## src/rtl/pcs_seq_pkg.sv

```systemverilog
package pcs_seq_pkg;
  localparam int ADDR_W = 24;
  localparam int DATA_W = 32;
  localparam int MODE_W = 3;

  localparam logic [MODE_W-1:0] MD_SGMII  = 3'd0;
  localparam logic [MODE_W-1:0] MD_QSGMII = 3'd1;
  localparam logic [MODE_W-1:0] MD_PSGMII = 3'd2;
  localparam logic [MODE_W-1:0] MD_USX    = 3'd3;
  localparam logic [MODE_W-1:0] MD_NONE   = 3'd7;

  localparam logic [ADDR_W-1:0] A_MODE    = 24'h00046C;
  localparam logic [ADDR_W-1:0] A_ANA     = 24'h000780;
  localparam logic [ADDR_W-1:0] A_CAL     = 24'h0001E0;
  localparam logic [ADDR_W-1:0] A_CH_BASE = 24'h000480;
  localparam logic [ADDR_W-1:0] A_CH_STEP = 24'h000018;
  localparam logic [ADDR_W-1:0] A_XDIG    = 24'h038000;
  localparam logic [ADDR_W-1:0] A_XANC    = 24'h1F8001;
  localparam logic [ADDR_W-1:0] A_XMII    = 24'h1F0000;

  localparam int MODE_LSB = 8;
  localparam int AN_BIT   = 0;
  localparam int ANA_BIT  = 6;
  localparam int CAL_BIT  = 7;
  localparam int FORCE_BIT = 3;
  localparam int XEN_BIT  = 9;
  localparam int XAN8_BIT = 8;
  localparam int XANEN_BIT = 12;

  function automatic logic mode_ok(input logic [MODE_W-1:0] m);
    return m <= MD_USX;
  endfunction

  function automatic logic [4:0] mode_field(input logic [MODE_W-1:0] m);
    case (m)
      MD_SGMII:  return 5'h04;
      MD_QSGMII: return 5'h01;
      MD_PSGMII: return 5'h02;
      MD_USX:    return 5'h10;
      default:   return 5'h00;
    endcase
  endfunction
endpackage

```

## src/rtl/pcs_seq_timer.sv

```systemverilog
module pcs_seq_timer #(
  parameter int W = 8
) (
  input  logic         clk_i,
  input  logic         rst_ni,
  input  logic         start_i,
  input  logic [W-1:0] limit_i,
  output logic         expired_o
);
  logic [W-1:0] cnt_q;
  logic         run_q;

  always_ff @(posedge clk_i or negedge rst_ni) begin
    if (!rst_ni) begin
      cnt_q <= '0;
      run_q <= 1'b0;
    end else if (start_i) begin
      cnt_q <= '0;
      run_q <= 1'b1;
    end else if (run_q && cnt_q < limit_i) begin
      cnt_q <= cnt_q + 1'b1;
    end
  end

  assign expired_o = run_q && (cnt_q >= limit_i);
endmodule

```

## src/rtl/pcs_rmw_master.sv

```systemverilog
module pcs_rmw_master
  import pcs_seq_pkg::*;
#(
  parameter int AW = ADDR_W,
  parameter int DW = DATA_W
) (
  input  logic          clk_i,
  input  logic          rst_ni,
  input  logic          go_i,
  input  logic          rdonly_i,
  input  logic [AW-1:0] addr_i,
  input  logic [DW-1:0] mask_i,
  input  logic [DW-1:0] set_i,
  output logic          done_o,
  output logic          hit_o,      // read-only op: any masked bit read as 1
  output logic          bus_req_o,
  output logic          bus_we_o,
  output logic [AW-1:0] bus_addr_o,
  output logic [DW-1:0] bus_wdata_o,
  input  logic          bus_ack_i,
  input  logic [DW-1:0] bus_rdata_i
);
  typedef enum logic [1:0] {R_IDLE, R_RD, R_WR} rst_e;
  rst_e          st_q;
  logic [AW-1:0] addr_q;
  logic [DW-1:0] mask_q, set_q, wdata_q;
  logic          rdonly_q, done_q, hit_q;

  always_ff @(posedge clk_i or negedge rst_ni) begin
    if (!rst_ni) begin
      st_q     <= R_IDLE;
      addr_q   <= '0;
      mask_q   <= '0;
      set_q    <= '0;
      wdata_q  <= '0;
      rdonly_q <= 1'b0;
      done_q   <= 1'b0;
      hit_q    <= 1'b0;
    end else begin
      done_q <= 1'b0;
      case (st_q)
        R_IDLE: if (go_i) begin
          addr_q   <= addr_i;
          mask_q   <= mask_i;
          set_q    <= set_i;
          rdonly_q <= rdonly_i;
          st_q     <= R_RD;
        end
        R_RD: if (bus_ack_i) begin
          wdata_q <= (bus_rdata_i & ~mask_q) | set_q;
          hit_q   <= |(bus_rdata_i & mask_q);
          if (rdonly_q) begin
            st_q   <= R_IDLE;
            done_q <= 1'b1;
          end else begin
            st_q <= R_WR;
          end
        end
        R_WR: if (bus_ack_i) begin
          st_q   <= R_IDLE;
          done_q <= 1'b1;
        end
        default: st_q <= R_IDLE;
      endcase
    end
  end

  assign bus_req_o   = (st_q != R_IDLE);
  assign bus_we_o    = (st_q == R_WR);
  assign bus_addr_o  = addr_q;
  assign bus_wdata_o = wdata_q;
  assign done_o      = done_q;
  assign hit_o       = hit_q;
endmodule

```

## src/rtl/pcs_mode_seq.sv

```systemverilog
module pcs_mode_seq
  import pcs_seq_pkg::*;
#(
  parameter int CLK_KHZ = 200000,
  parameter int WAIT_MS = 10,
  parameter int POLL_MS = 1,
  parameter int TMO_MS  = 100,
  parameter int N_CH    = 5,
  localparam int CH_W   = (N_CH > 1) ? $clog2(N_CH) : 1
) (
  input  logic              clk_i,
  input  logic              rst_ni,
  input  logic              start_i,
  input  logic [MODE_W-1:0] mode_i,
  input  logic              inband_i,
  input  logic [CH_W-1:0]   chan_i,
  output logic              bus_req_o,
  output logic              bus_we_o,
  output logic [ADDR_W-1:0] bus_addr_o,
  output logic [DATA_W-1:0] bus_wdata_o,
  input  logic              bus_ack_i,
  input  logic [DATA_W-1:0] bus_rdata_i,
  output logic              xrst_o,
  output logic              done_o,
  output logic              err_o,
  output logic              rate_sel_o
);
  localparam int WAIT_CYC = CLK_KHZ * WAIT_MS;
  localparam int POLL_CYC = CLK_KHZ * POLL_MS;
  localparam int TMO_CYC  = CLK_KHZ * TMO_MS;
  localparam int DLY_MAX  = (WAIT_CYC > POLL_CYC) ? WAIT_CYC : POLL_CYC;
  localparam int DLY_W    = $clog2(DLY_MAX + 1);
  localparam int TMO_W    = $clog2(TMO_CYC + 1);

  typedef enum logic [3:0] {
    S_IDLE, S_MODE, S_ANA_CLR, S_ANA_WAIT, S_ANA_SET, S_CAL_RD, S_CAL_GAP,
    S_XEN, S_XAN8, S_XANEN, S_FORCE
  } st_e;

  st_e               st_q;
  logic [MODE_W-1:0] cur_q, mode_q;
  logic              ib_q, issued_q, xrst_q, done_q, err_q, rate_q;
  logic [CH_W-1:0]   chan_q;

  logic              op_act, op_rd;
  logic [ADDR_W-1:0] op_addr;
  logic [DATA_W-1:0] op_mask, op_set;
  logic              rmw_go, rmw_done, rmw_hit;
  logic              dly_start, dly_exp, tmo_start, tmo_exp;
  logic [DLY_W-1:0]  dly_lim;
  logic              usx;

  assign usx = (mode_q == MD_USX);

  always_comb begin
    op_act  = 1'b1;
    op_rd   = 1'b0;
    op_addr = '0;
    op_mask = '0;
    op_set  = '0;
    case (st_q)
      S_MODE: begin
        op_addr = A_MODE;
        op_mask = (DATA_W'(5'h1F) << MODE_LSB) | (usx ? '0 : (DATA_W'(1) << AN_BIT));
        op_set  = DATA_W'(mode_field(mode_q)) << MODE_LSB;
      end
      S_ANA_CLR: begin
        op_addr = A_ANA;
        op_mask = DATA_W'(1) << ANA_BIT;
      end
      S_ANA_SET: begin
        op_addr = A_ANA;
        op_mask = DATA_W'(1) << ANA_BIT;
        op_set  = op_mask;
      end
      S_CAL_RD: begin
        op_rd   = 1'b1;
        op_addr = A_CAL;
        op_mask = DATA_W'(1) << CAL_BIT;
      end
      S_XEN: begin
        op_addr = A_XDIG;
        op_mask = DATA_W'(1) << XEN_BIT;
        op_set  = op_mask;
      end
      S_XAN8: begin
        op_addr = A_XANC;
        op_mask = DATA_W'(1) << XAN8_BIT;
        op_set  = op_mask;
      end
      S_XANEN: begin
        op_addr = A_XMII;
        op_mask = DATA_W'(1) << XANEN_BIT;
        op_set  = op_mask;
      end
      S_FORCE: begin
        op_addr = A_CH_BASE + ADDR_W'(chan_q) * A_CH_STEP;
        op_mask = DATA_W'(1) << FORCE_BIT;
        op_set  = op_mask;
      end
      default: op_act = 1'b0;
    endcase
  end

  assign rmw_go    = op_act && !issued_q;
  assign dly_start = rmw_done && ((st_q == S_ANA_CLR) ||
                                  (st_q == S_CAL_RD && !rmw_hit && !tmo_exp));
  assign tmo_start = rmw_done && (st_q == S_ANA_SET);
  assign dly_lim   = (st_q == S_ANA_WAIT) ? DLY_W'(WAIT_CYC) : DLY_W'(POLL_CYC);

  pcs_rmw_master u_rmw (
    .clk_i       (clk_i),
    .rst_ni      (rst_ni),
    .go_i        (rmw_go),
    .rdonly_i    (op_rd),
    .addr_i      (op_addr),
    .mask_i      (op_mask),
    .set_i       (op_set),
    .done_o      (rmw_done),
    .hit_o       (rmw_hit),
    .bus_req_o   (bus_req_o),
    .bus_we_o    (bus_we_o),
    .bus_addr_o  (bus_addr_o),
    .bus_wdata_o (bus_wdata_o),
    .bus_ack_i   (bus_ack_i),
    .bus_rdata_i (bus_rdata_i)
  );

  pcs_seq_timer #(.W(DLY_W)) u_dly (
    .clk_i     (clk_i),
    .rst_ni    (rst_ni),
    .start_i   (dly_start),
    .limit_i   (dly_lim),
    .expired_o (dly_exp)
  );

  pcs_seq_timer #(.W(TMO_W)) u_tmo (
    .clk_i     (clk_i),
    .rst_ni    (rst_ni),
    .start_i   (tmo_start),
    .limit_i   (TMO_W'(TMO_CYC)),
    .expired_o (tmo_exp)
  );

  always_ff @(posedge clk_i or negedge rst_ni) begin
    if (!rst_ni) begin
      st_q     <= S_IDLE;
      cur_q    <= MD_NONE;
      mode_q   <= MD_NONE;
      ib_q     <= 1'b0;
      chan_q   <= '0;
      issued_q <= 1'b0;
      xrst_q   <= 1'b1;
      done_q   <= 1'b0;
      err_q    <= 1'b0;
      rate_q   <= 1'b0;
    end else begin
      done_q <= 1'b0;
      err_q  <= 1'b0;
      if (rmw_go)        issued_q <= 1'b1;
      else if (rmw_done) issued_q <= 1'b0;

      case (st_q)
        S_IDLE: if (start_i) begin
          if (!mode_ok(mode_i)) begin
            err_q <= 1'b1;
          end else if (mode_i == cur_q) begin
            done_q <= 1'b1;
          end else begin
            xrst_q <= 1'b1;
            mode_q <= mode_i;
            ib_q   <= inband_i;
            chan_q <= chan_i;
            st_q   <= S_MODE;
          end
        end
        S_MODE:     if (rmw_done) st_q <= S_ANA_CLR;
        S_ANA_CLR:  if (rmw_done) st_q <= S_ANA_WAIT;
        S_ANA_WAIT: if (dly_exp)  st_q <= S_ANA_SET;
        S_ANA_SET:  if (rmw_done) st_q <= S_CAL_RD;
        S_CAL_RD: if (rmw_done) begin
          if (rmw_hit) begin
            rate_q <= usx;
            if (usx) begin
              xrst_q <= 1'b0;
              st_q   <= S_XEN;
            end else if (!ib_q) begin
              st_q <= S_FORCE;
            end else begin
              cur_q  <= mode_q;
              done_q <= 1'b1;
              st_q   <= S_IDLE;
            end
          end else if (tmo_exp) begin
            err_q <= 1'b1;
            st_q  <= S_IDLE;
          end else begin
            st_q <= S_CAL_GAP;
          end
        end
        S_CAL_GAP: if (dly_exp) st_q <= S_CAL_RD;
        S_XEN: if (rmw_done) begin
          if (ib_q) begin
            st_q <= S_XAN8;
          end else begin
            cur_q  <= mode_q;
            done_q <= 1'b1;
            st_q   <= S_IDLE;
          end
        end
        S_XAN8: if (rmw_done) st_q <= S_XANEN;
        S_XANEN, S_FORCE: if (rmw_done) begin
          cur_q  <= mode_q;
          done_q <= 1'b1;
          st_q   <= S_IDLE;
        end
        default: st_q <= S_IDLE;
      endcase
    end
  end

  assign xrst_o     = xrst_q;
  assign done_o     = done_q;
  assign err_o      = err_q;
  assign rate_sel_o = rate_q;
endmodule

```

## config.mk

```make
export PLATFORM = sky130hd
export DESIGN_NAME = pcs_mode_seq
export DESIGN_NICKNAME = d
export VERILOG_FILES = /design/src/rtl/pcs_seq_pkg.sv /design/src/rtl/pcs_seq_timer.sv /design/src/rtl/pcs_rmw_master.sv /design/src/rtl/pcs_mode_seq.sv
export SDC_FILE = /design/constraint.sdc
export NUM_CORES = 1
export LEC_CHECK = 0
export BUFFER_PORTS_ARGS = -buffer_cell sky130_fd_sc_hd__buf_4
export CORE_ASPECT_RATIO = 1.25
export CORE_MARGIN = 5
export CORE_UTILIZATION = 55
export DETAILED_ROUTE_END_ITERATION = 10
export GPL_TIMING_DRIVEN = 0
export HOLD_SLACK_MARGIN = 0.08
export MAX_ROUTING_LAYER = met4
export PLACE_DENSITY = 0.89
export SKIP_CTS_REPAIR_TIMING = 1
export SLEW_MARGIN = 20
export SYNTH_ARGS = -nofsm -noshare
export SYNTH_HDL_FRONTEND = slang
export SYNTH_SLANG_ARGS = --single-unit
```

## constraint.sdc

```tcl
create_clock -name clk_i -period 7.2 [get_ports clk_i]
set_input_delay 1.44 -clock clk_i [delete_from_list [all_inputs] [get_ports clk_i]]
set_output_delay 1.44 -clock clk_i [all_outputs]
set_load 0.05 [all_outputs]
```

==> Word-level counts from Yosys, hierarchy flattened <==
Cells that the tools add are included.
{ "word_totals": {"ff_bits": 192, "in_bits": 43, "output_inout_bits": 62, "wordCells": 179} }
{ "op_classes": {"addsub": 3, "mul": 1, "n_lt_le_gt_ge": 5, "n_eq_ne": 36, "mux": 73, "bitwise_logic": 5, "reduce_logical": 34} }
{ "ops": {"columns": ["operator", "count"], "rows": [
  ["21-bit one-hot mux with 7 select lines", 1],
  ["13-bit one-hot mux with 7 select lines", 1],
  ["13-bit one-hot mux with 6 select lines", 1],
  ["32-bit bitwise AND", 2],
  ["4-bit 2-to-1 mux", 16],
  ["21-bit 2-to-1 mux", 3],
  ["25-bit 2-to-1 mux", 2],
  ["4-bit one-hot mux with 10 select lines", 1],
  ["32-bit inverter", 1],
  ["32-bit OR", 1],
  ["32-bit OR reduction", 1],
  ["1-bit 2-to-1 mux", 29],
  ["25-bit by 1-bit adder with 25-bit output, second input constant", 1],
  ["25-bit >= comparator, second input constant", 1],
  ["25-bit < comparator, second input constant", 1],
  ["3-bit 2-to-1 mux", 8],
  ["2-bit inequality test, second input constant", 11],
  ["21-bit by 1-bit adder with 21-bit output, second input constant", 1],
  ["21-bit >= comparator", 1],
  ["21-bit < comparator", 1],
  ["5-bit one-hot mux with 4 select lines", 1],
  ["2-bit by 1-bit inequality test with 1-bit output, second input constant", 9],
  ["4-bit by 3-bit equality test with 1-bit output, second input constant", 4],
  ["11-bit by 8-bit adder with 12-bit output, first input constant", 1],
  ["32 further kinds", 58]
]} }

==> Logic depth before layout (Yosys ltp) <==
Gate-level depths: netlist of run 1.
{ "logic_depth": {"depth_word": 7, "ltp_mapped": 13, "mapped_depth_nobuf": 10} }

==> Cells and area by module <==
From an unflattened synthesis of run 1, not the netlist that was laid out.
{ "hier_totals": {"cells_unflattened": 1037, "hier_area_um2": 10592.7} }
{ "modules_own_cells": {"columns": ["module", "instances", "cells_each", "area_each_um2", "seq_area_each_um2"], "rows": [
  ["pcs_rmw_master", 1, 401, 5114.9, 3128.0],
  ["pcs_seq_timer (u_tmo)", 1, 260, 2225.9, 650.6],
  ["pcs_seq_timer (u_dly)", 1, 205, 1722.9, 550.5],
  ["pcs_mode_seq", 1, 171, 1529.0, 484.2]
]} }

==> Worst setup path after synthesis of run 1 <==
OpenSTA, ideal clock, no wires.
{ "synth_path": {"path_kind": "reg-to-reg", "start": "reg st_q[1]", "end": "reg u_dly.cnt_q[10]", "setup_time_ns": 0.077, "t_arrival_ns": 3.345, "required_ns": 7.123, "path_slack_ns": 3.777, "path_stages_with_launch": 14, "n_path_buf": 4, "synth_period_minus_slack_ns": 3.423, "path_cell_list": "dfrtp_1 clkbuf_1 clkbuf_1 buf_1 nand3_1 inv_1 ha_1 a21oi_1 o21ai_1 a221oi_4 nand2_1 clkbuf_1 or4_1 a21oi_1"} }
{ "synth_via": {"elab_chain_len": 6, "word_cells_on_any_way": 12, "cone_classes": "order compare: 1; eq/ne: 3; mux: 2; reduce/logical: 6"} }
{ "synth_lines": {"columns": ["element", "line", "source"], "rows": [
  ["start: declaration", "pcs_mode_seq.sv:40", "st_e st_q;"],
  ["start signal: assignment", "pcs_mode_seq.sv:147", "st_q <= S_IDLE;"],
  ["start signal: assignment", "pcs_mode_seq.sv:174", "st_q <= S_MODE;"],
  ["start signal: assignment", "pcs_mode_seq.sv:177", "S_MODE: if (rmw_done) st_q <= S_ANA_CLR;"],
  ["parallel branches: the longest is 6 deep, another holds 21-bit < comparator", null, null],
  ["end signal: assignment", "pcs_seq_timer.sv:21", "cnt_q <= cnt_q + 1'b1;"],
  ["end: declaration", "pcs_seq_timer.sv:10", "logic [W-1:0] cnt_q;"]
]} }
Parallel ways; which one is timed is not known.
A chain may end at the register's enable or synchronous reset.

==> Worst setup path in the final report of run 1 <==
{ "layout_path": {"start": "reg st_q[1]", "end": "reg u_dly.cnt_q[19]"} }
The elaborated chain is that of the path after synthesis.

==> results of run 1 <==
path summary, 6_finish.rpt:
path	start	end	slack (ns)	depth (start not counted)
min in group asynchronous	rst_ni	done_o$_DFF_PN0_	0.93	1
max	st_q[1]$_DFFE_PN0P_	u_dly.cnt_q[19]$_DFFE_PN0P_	2.61	13
max reg2reg	st_q[1]$_DFFE_PN0P_	u_dly.cnt_q[19]$_DFFE_PN0P_	2.61	13
min	u_rmw.bus_wdata_o[11]$_DFFE_PN0P_	u_rmw.bus_wdata_o[11]$_DFFE_PN0P_	0.48	2
min reg2reg	u_rmw.bus_wdata_o[11]$_DFFE_PN0P_	u_rmw.bus_wdata_o[11]$_DFFE_PN0P_	0.48	2
max in group asynchronous	rst_ni	u_dly.cnt_q[4]$_DFFE_PN0P_	5.57	2
placed cells by master, fill, tap and decap left out, types with 4 or more instances in the layout:
| cell type | instances |
|---|---|
| inv_1 | 25 |
| xnor2_1 | 18 |
| clkbuf_16 | 17 |
| clkinv_4 | 4 |
| nand2_1 | 78 |
| dfstp_2 | 7 |
| or2_2 | 4 |
| clkbuf_1 | 28 |
| o31ai_1 | 9 |
| nor2b_1 | 11 |
| o21ai_0 | 45 |
| conb_1 | 8 |
| dfrtp_1 | 122 |
| nor3_1 | 9 |
| buf_4 | 108 |
| xor2_1 | 16 |
| nor2_1 | 53 |
| nor4_1 | 12 |
| or3_1 | 12 |
| or4_1 | 7 |
| inv_6 | 4 |
| nand3_1 | 29 |
| a21oi_1 | 36 |
| and3_1 | 7 |
| o211ai_1 | 4 |
| nand4_1 | 20 |
| o41ai_1 | 6 |
| nand2b_1 | 10 |
| ha_1 | 19 |
| mux2_2 | 33 |
| a21o_1 | 7 |
power groups by stage:
| stage | clock network [W] | registers, W | logic [W] |
|---|---|---|---|
| 4_1_cts | 0.000894 | 0.00106 | 0.00148 |
| 2_1_floorplan | 0 | 0.00144 | 0.000649 |
| 3_5_place_dp | 0 | 0.00107 | 0.00147 |
| 3_3_place_gp | 0 | 0.00106 | 0.00143 |
| 5_1_grt | 0.000928 | 0.00109 | 0.00158 |
| 6_report | 0.000883 | 0.00107 | 0.00148 |
per-layer routing:
layer | vias to the layer above | wire length (µm)
met2 | 207 | 8720
li1 | 2688 | -
met5 | - | 0
met1 | 2732 | 6420
met4 | 0 | 396
met3 | 43 | 927
kinds of logic after synthesis:
| group | after synthesis | share of synthesized area, % |
|---|---|---|
| and+or+nand+nor | 270 | 20.2 |
| AOI/OAI and AO/OA | 135 | 12.5 |
| DFF | 129 | 48.2 |
| buffers and inverters | 70 | 4.78 |
| muxes | 36 | 5.98 |
| xor gates and xnor gates | 34 | 4.43 |
| adders and majority gates | 20 | 3.83 |
| other | 1 | 0.0558 |
worst register-to-register path: stages, from the launching register on:
cell and delay, ns:
dfrtp_1 0.38, clkbuf_1 0.33, clkbuf_1 0.42, buf_1 0.44
nand3_1 0.43, inv_1 0.23, ha_1 0.28, a21oi_1 0.13
o21ai_1 0.12, a221oi_4 0.46, nand3_1 0.37, clkbuf_1 0.34
or3_1 0.40, a21oi_1 0.17
state kept, by name (all words and copies together) (netlist names), 2 cells and up:
| register | count |
|---|---|
| chan_q | 3 |
| cur_q | 3 |
| mode_q | 3 |
| st_q | 4 |
| u_dly.cnt_q | 21 |
| u_rmw.bus_addr_o | 13 |
| u_rmw.bus_wdata_o | 32 |
| u_rmw.mask_q | 6 |
| u_rmw.set_q | 6 |
| u_rmw.st_q | 2 |
| u_tmo.cnt_q | 25 |
Yosys cell counts, types with 6 or more instances:
master      n  area share (%)
o31ai_1     9             1.0
xnor2_1    18             2.3
dfstp_2     7             2.7
inv_1      25             1.4
ha_1       19             3.5
o21ai_0    45             3.4
or4_1       7            0.78
buf_4      13             1.5
and3_1      7            0.65
nand2b_1   10            0.93
o41ai_1     6            0.78
nor4_1     12             1.1
a21o_1      7            0.78
mux2_2     33             5.5
nor2b_1    11             1.0
or3_1      12             1.1
nor3_1      9            0.67
clkbuf_1   27             1.5
dfrtp_1   122              45
nor2_1     53             3.0
nand3_1    29             2.2
a21oi_1    36             2.7
xor2_1     16             2.1
nand4_1    20             1.9
nand2_1    78             4.4
final cells by class:
type                       count  area share, %
buffer                        45           2.74
clock buffer                  18           5.16
clock inverter                14           2.17
inverter                      25           1.13
multi-input combinational    503           38.3
sequential                   129           38.9
tap                          164           2.47
timing repair buffer          97           9.09
stage by stage:
stage	total power [W]	instances	worst slack, ns	area [µm²]
finish	0.00343	995	2.61	8320
global route	0.00360	995	2.39	8320
CTS	0.00344	995	2.73	8320
detailed placement	0.00254	963	2.78	7710
global placement	0.00249	962	2.84	7670
floorplan	0.00209	702	3.78	6750
==> impl_results.md, run 1 <==
* Status: complete, no violations
* Routed vias at ~5700
* Max-slew violation count at 0
* RSZ-0062 raised after global routing: no
* Final period util at between 60% and 70%
* Final number of setup-violating endpoints at 0
* Synth Instances at about 700
* Worst-Skew Late Latency at between 0.4 and 0.5 ns
* Fillers at slightly above 900
* Number of routed nets with antenna violations at 0
* GR Util All Layers at 24.1%
* Post-layout util at slightly below 70%
* Critical path, cell by cell: clkbuf_1, clkbuf_1, buf_1, nand3_1, inv_1, ha_1, a21oi_1, o21ai_1, a221oi_4, nand3_1, clkbuf_1, or3_1, a21oi_1
* Worst vdd ir at 0.000367 V
* Die width at about 110 µm
* Grt total ovfl at 0
* Synth Area per Inst at just under 10 µm²
* Most frequent CP cell: clkbuf_1
* Worst EP required at ~7.5 ns
* Slew headroom at between 50% and 60%
* 1st-iter DRT viols at approximately 410
* Met2 usage at roughly 40%
* Worst stage delay on the critical path at 0.46 ns
* CTS tree: done
* Nets at 881
* Clock sinks at between 100 and 150
* Buf/Inv on CP at 5
* Post-route DRC at 0
* Count of different cell masters after synthesis at a little over 60
* P_leak at between 3 and 4 nW
* IO Pins at 105
* Top_reg_cell synth: dfrtp_1
* Crit. End Element: flop
* Inserted Diodes at 0
* Slowest stage cell, crit path: a221oi_4
* Comb pwr share at between 40% and 50%
* Max Root-Sink Buffers at 2
* Switching share of power at 42.4%
* Gpl congestion at roughly 0.95
* Die Height at about 130 µm
* Share of flip-flops with an asynchronous set or reset at 100%
* Maxcap violations at 0
* Min cycle time layout at between 4 and 5 ns
* Setup crit start kind: flop
* Port Buffer Count at 96
* Top Family by Delay on Critical Path: buffers and inverters
* Router iterations before antenna repair at 5
* Final wirelength at approximately 16000 µm
* Largest net degree at the start of global routing at a little under 80
* Syn Std Cell Area at 6720 µm²
* Sequential cell area at 3240 µm²
* Post-synth EDFFs at 0
* Vias/cell at roughly 5.7
* Root Buffer: clkbuf_16
* Area grow syn2layout at 23.8%
* Share of cells above drive strength 1 at a little under a quarter
* Setup Crit Path Kind: reg -> reg
* DIE AREA at about 15000 µm²
* Inserted Clock Buffers at 17
* Initial antenna violation count at 0
* Starting Density at between 50% and 60%
* DP HPWL at 11800 µm
* FP Rows at 45
* Worst slew pin tran at 0.672 ns
* CTS clk-pin slew, worst paths at ~0.06 ns
* Grt met1 use at between 20% and 30%
* Multi-input gate area at about 3200 µm²
* Pint at a little under 0.002 W
* Htree depth at 4
* Setup skew after layout at 0.00600 ns
* Clock power share at 25.7%
* Seq cells post-synth at between 100 and 150
* Sequential area share after synthesis at between 40% and 50%
* Final setup TNS at 0 ns
* Crit-path max FO at 10
* Routed WL per cell at 16.5 µm
* Pwr Density at just over 400 nW/µm²
* Critical Path AT at about 4.9 ns
* M3 GR Usage at 4.94%
* P_sw at 0.00145 W
* Core Area at roughly 12000 µm²
* Peak Freq at 218 MHz
* Seq pwr share at between 30% and 40%
* First-pass GRT wire length at approximately 27000 µm
* Number of global-route vias before repair at roughly 5700
* Yosys warns at 0
* Final Hold Fails at 0
* Most Used Layer, Global Route: met2
* Minimum hold slack at roughly 0.48 ns
* Worst min-delay path class: reg -> reg
No activity file was read; power rests on OpenSTA's default activity.
==> run 2, diff against run 1 <==
--- a/config.mk
+++ b/config.mk
@@ -8,12 +8,12 @@
 export BUFFER_PORTS_ARGS = -buffer_cell sky130_fd_sc_hd__buf_4
 export CORE_ASPECT_RATIO = 1.25
 export CORE_MARGIN = 5
-export CORE_UTILIZATION = 55
+export CORE_UTILIZATION = 52
 export DETAILED_ROUTE_END_ITERATION = 10
 export GPL_TIMING_DRIVEN = 0
 export HOLD_SLACK_MARGIN = 0.08
 export MAX_ROUTING_LAYER = met4
-export PLACE_DENSITY = 0.89
+export PLACE_DENSITY = 0.88
 export SKIP_CTS_REPAIR_TIMING = 1
 export SLEW_MARGIN = 20
 export SYNTH_ARGS = -nofsm -noshare
==> constraint.sdc (replaced) <==
create_clock -name clk_i -period 3.7 [get_ports clk_i]
set_input_delay 0.74 -clock clk_i [delete_from_list [all_inputs] [get_ports clk_i]]
set_output_delay 0.74 -clock clk_i [all_outputs]
set_load 0.05 [all_outputs]
==> run 2 against run 1 <==
  * Die area up 5.3%
  * Routed wire length up 1.7%
  * Total power up 94%
  * First-iteration DRC count down 5.8%
  * Critical path depth down 1
  * Highest routed layer unchanged
  * Sequential cell count unchanged
  * Global-route usage down 1.1 points
  * Register-to-register slack worse by 2.5 ns
  * Non-clock buffer count up 1
  * Design area up 0.41%
==> impl_results.md, run 2 (synthesis results as in run 1) <==
* Final number of setup-violating endpoints at 0 (unchanged)
* Post-layout util at 66.0% (was 69.0%)
* Starting Density at 53.1% (was 55.8%)
* Setup Crit Path Kind: reg -> reg (unchanged)
* Worst vdd ir at 0.000563 V (was 0.000367 V)
* Post-route DRC at 0 (unchanged)
* Gpl congestion at 0.965 (was 0.949)
* Core Area at 12700 µm² (was 12000 µm²)
* Largest net degree at the start of global routing at 76 (was 79)
* Seq pwr share at 31.5% (was 31.1%)
* Setup crit start kind: flop (unchanged)
* 1st-iter DRT viols at 387 (was 411)
* Maxcap violations at 0 (unchanged)
* GR Util All Layers at 23.0% (was 24.1%)
* Routed vias at 5772 (was 5670)
* Crit-path max FO at 12 (was 10)
* Die width at 112 µm (was 109 µm)
* Final period util at 96.7% (was 63.7%)
* Routed WL per cell at 16.7 µm (was 16.5 µm)
* Final wirelength at 16700 µm (was 16500 µm)
* Number of global-route vias before repair at 5771 (was 5704)
* Max Root-Sink Buffers at 2 (unchanged)
* Area grow syn2layout at 24.3% (was 23.8%)
* Worst slew pin tran at 0.666 ns (was 0.672 ns)
* Clock power share at 25.6% (was 25.7%)
* Pint at 0.00385 W (was 0.00197 W)
* Switching share of power at 42.2% (was 42.4%)
* Worst setup endpoint: u_dly.cnt_q[19]$_DFFE_PN0P_ (unchanged)
* Worst-Skew Late Latency at 0.41 ns (was 0.42 ns)
* Most common cell after layout, fill and taps aside: dfrtp_1 (unchanged)
* Overall power at 0.00667 W (was 0.00343 W)
* First-pass GRT wire length at 28000 µm (was 27200 µm)
* IO Pins at 105 (unchanged)
* R2R cell count at 12 (was 13)
* Status: complete, no violations (unchanged)
* Pwr Density at 798 nW/µm² (was 412 nW/µm²)
* DP HPWL at 11700 µm (was 11800 µm)
* Final Hold Fails at 0 (unchanged)
* DIE AREA at 15300 µm² (was 14500 µm²)
* Nets at 882 (was 881)
* Fillers at 991 (was 924)
* Vias/cell at 5.77 (was 5.70)
* Minimum hold slack at 0.241 ns (was 0.483 ns)
* Inserted Clock Buffers at 17 (unchanged)
* Worst reg-to-reg setup slack at 0.12 ns (was 2.61 ns)
* Min cycle time layout at 3.58 ns (was 4.59 ns)
* Most frequent cells in the layout: dfrtp_1 (120), buf_4 (111), nand2_1 (78), nor2_1 (53), o21ai_0 (45) (was dfrtp_1 (122), buf_4 (108), nand2_1 (78), nor2_1 (53), o21ai_0 (45))
* CP startpoint: st_q[1]$_DFFE_PN0P_ (unchanged)
* Root Buffer: clkbuf_16 (unchanged)
* Worst min-delay path class: in -> async (was reg -> reg)
* Max reg flops at 32 (unchanged)
* Comb pwr share at 42.9% (was 43.2%)
* Port Buffer Count at 96 (unchanged)
* R2R Path End: u_dly.cnt_q[19]$_DFFE_PN0P_ (unchanged)
* Inserted Diodes at 0 (unchanged)
* Number of routed nets with antenna violations at 0 (unchanged)
* Critical Path AT at 3.91 ns (was 4.92 ns)
* Grt total ovfl at 0 (unchanged)
* CTS clk-pin slew, worst paths at 0.06 ns (about the same)
* Htree depth at 4 (unchanged)
* P_leak at 3.83 nW (was 3.81 nW)
* FP Rows at 46 (was 45)
* Clock sinks at 129 (unchanged)
* Slew headroom at 55.2% (was 54.8%)
* Share of cells above drive strength 1 at 25.1% (was 23.7%)
* Die Height at 137 µm (was 134 µm)
* Worst EP required at 4.04 ns (was 7.54 ns)
* Peak Freq at 280 MHz (was 218 MHz)
* P_sw at 0.00282 W (was 0.00145 W)
* Router iterations before antenna repair at 5 (unchanged)
* Setup skew after layout at 0.0107 ns (was 0.00600 ns)
* Reg-to-Reg Start: st_q[1]$_DFFE_PN0P_ (unchanged)
* Crit. End Element: flop (unchanged)
* Max-slew violation count at 0 (unchanged)
* Initial antenna violation count at 0 (unchanged)
* CTS tree: done (unchanged)
==> run 2: metrics by stage <==
| stage | cells | setup TNS [ns] | setup WS, ns | instance area (µm²) |
|---|---|---|---|---|
| floorplan | 702 | 0 | 0.277 | 6750 |
| global placement | 966 | -8.92 | -0.692 | 7680 |
| detailed placement | 967 | -9.76 | -0.724 | 7710 |
| CTS | 999 | -10.57 | -0.774 | 8320 |
| global route | 1000 | -0.0886 | -0.0506 | 8350 |
| finish | 1000 | 0 | 0.124 | 8350 |
==> run 2: final cells by class <==
class	count	area, µm²	share of cell area, %
Sequential cell	129	3240	38.8
Multi-Input combinational cell	503	3200	38.3
Timing Repair Buffer	100	778	9.32
Clock buffer	18	439	5.26
Buffer	43	228	2.73
Tap cell	168	210	2.52
Clock inverter	14	164	1.96
Inverter	25	93.8	1.12
==> run 2: worst min path at each step <==
stage / from / end / cells after the start
final: rst_ni / chan_q[0]$_DFFE_PN0P_ / 1
after global placement: u_rmw.set_q[3]$_DFFE_PN0P_ / u_rmw.set_q[3]$_DFFE_PN0P_ / 2
after global routing: rst_ni / chan_q[0]$_DFFE_PN0P_ / 1
after CTS: rst_ni / chan_q[0]$_DFFE_PN0P_ / 1
after detailed placement: u_rmw.set_q[12]$_DFFE_PN0P_ / u_rmw.set_q[12]$_DFFE_PN0P_ / 2
after floorplan: rst_ni / chan_q[0]$_DFFE_PN0P_ / 0
==> run 2: power groups by stage <==
stage	Clock (W)	Combinational, W	Sequential [W]
after floorplan	0	0.00126	0.00281
after global placement	0	0.00280	0.00206
after detailed placement	0	0.00285	0.00209
after CTS	0.00172	0.00288	0.00207
after global routing	0.00181	0.00305	0.00215
final	0.00171	0.00286	0.00210
==> run 2: critical path: stages, from the launching register on <==
cell      delay (ns)
dfrtp_2         0.47
clkbuf_2        0.27
clkbuf_4        0.27
nand3_2         0.21
inv_1           0.17
ha_1            0.28
a21oi_1         0.15
o21ai_1         0.12
a221oi_4        0.42
nand3_2         0.27
clkbuf_1        0.33
or3_1           0.41
a21oi_1         0.14
==> run 2: routing by layer <==
| layer | vias up | global-route usage [%] | part of all wire, % |
|---|---|---|---|
| met1 | 2835 | 27.4 | 38 |
| met5 | - | - | 0 |
| met2 | 215 | 39.9 | 54 |
| met4 | 0 | 7.37 | 1.4 |
| li1 | 2696 | - | - |
| met3 | 26 | 4.07 | 6.0 |
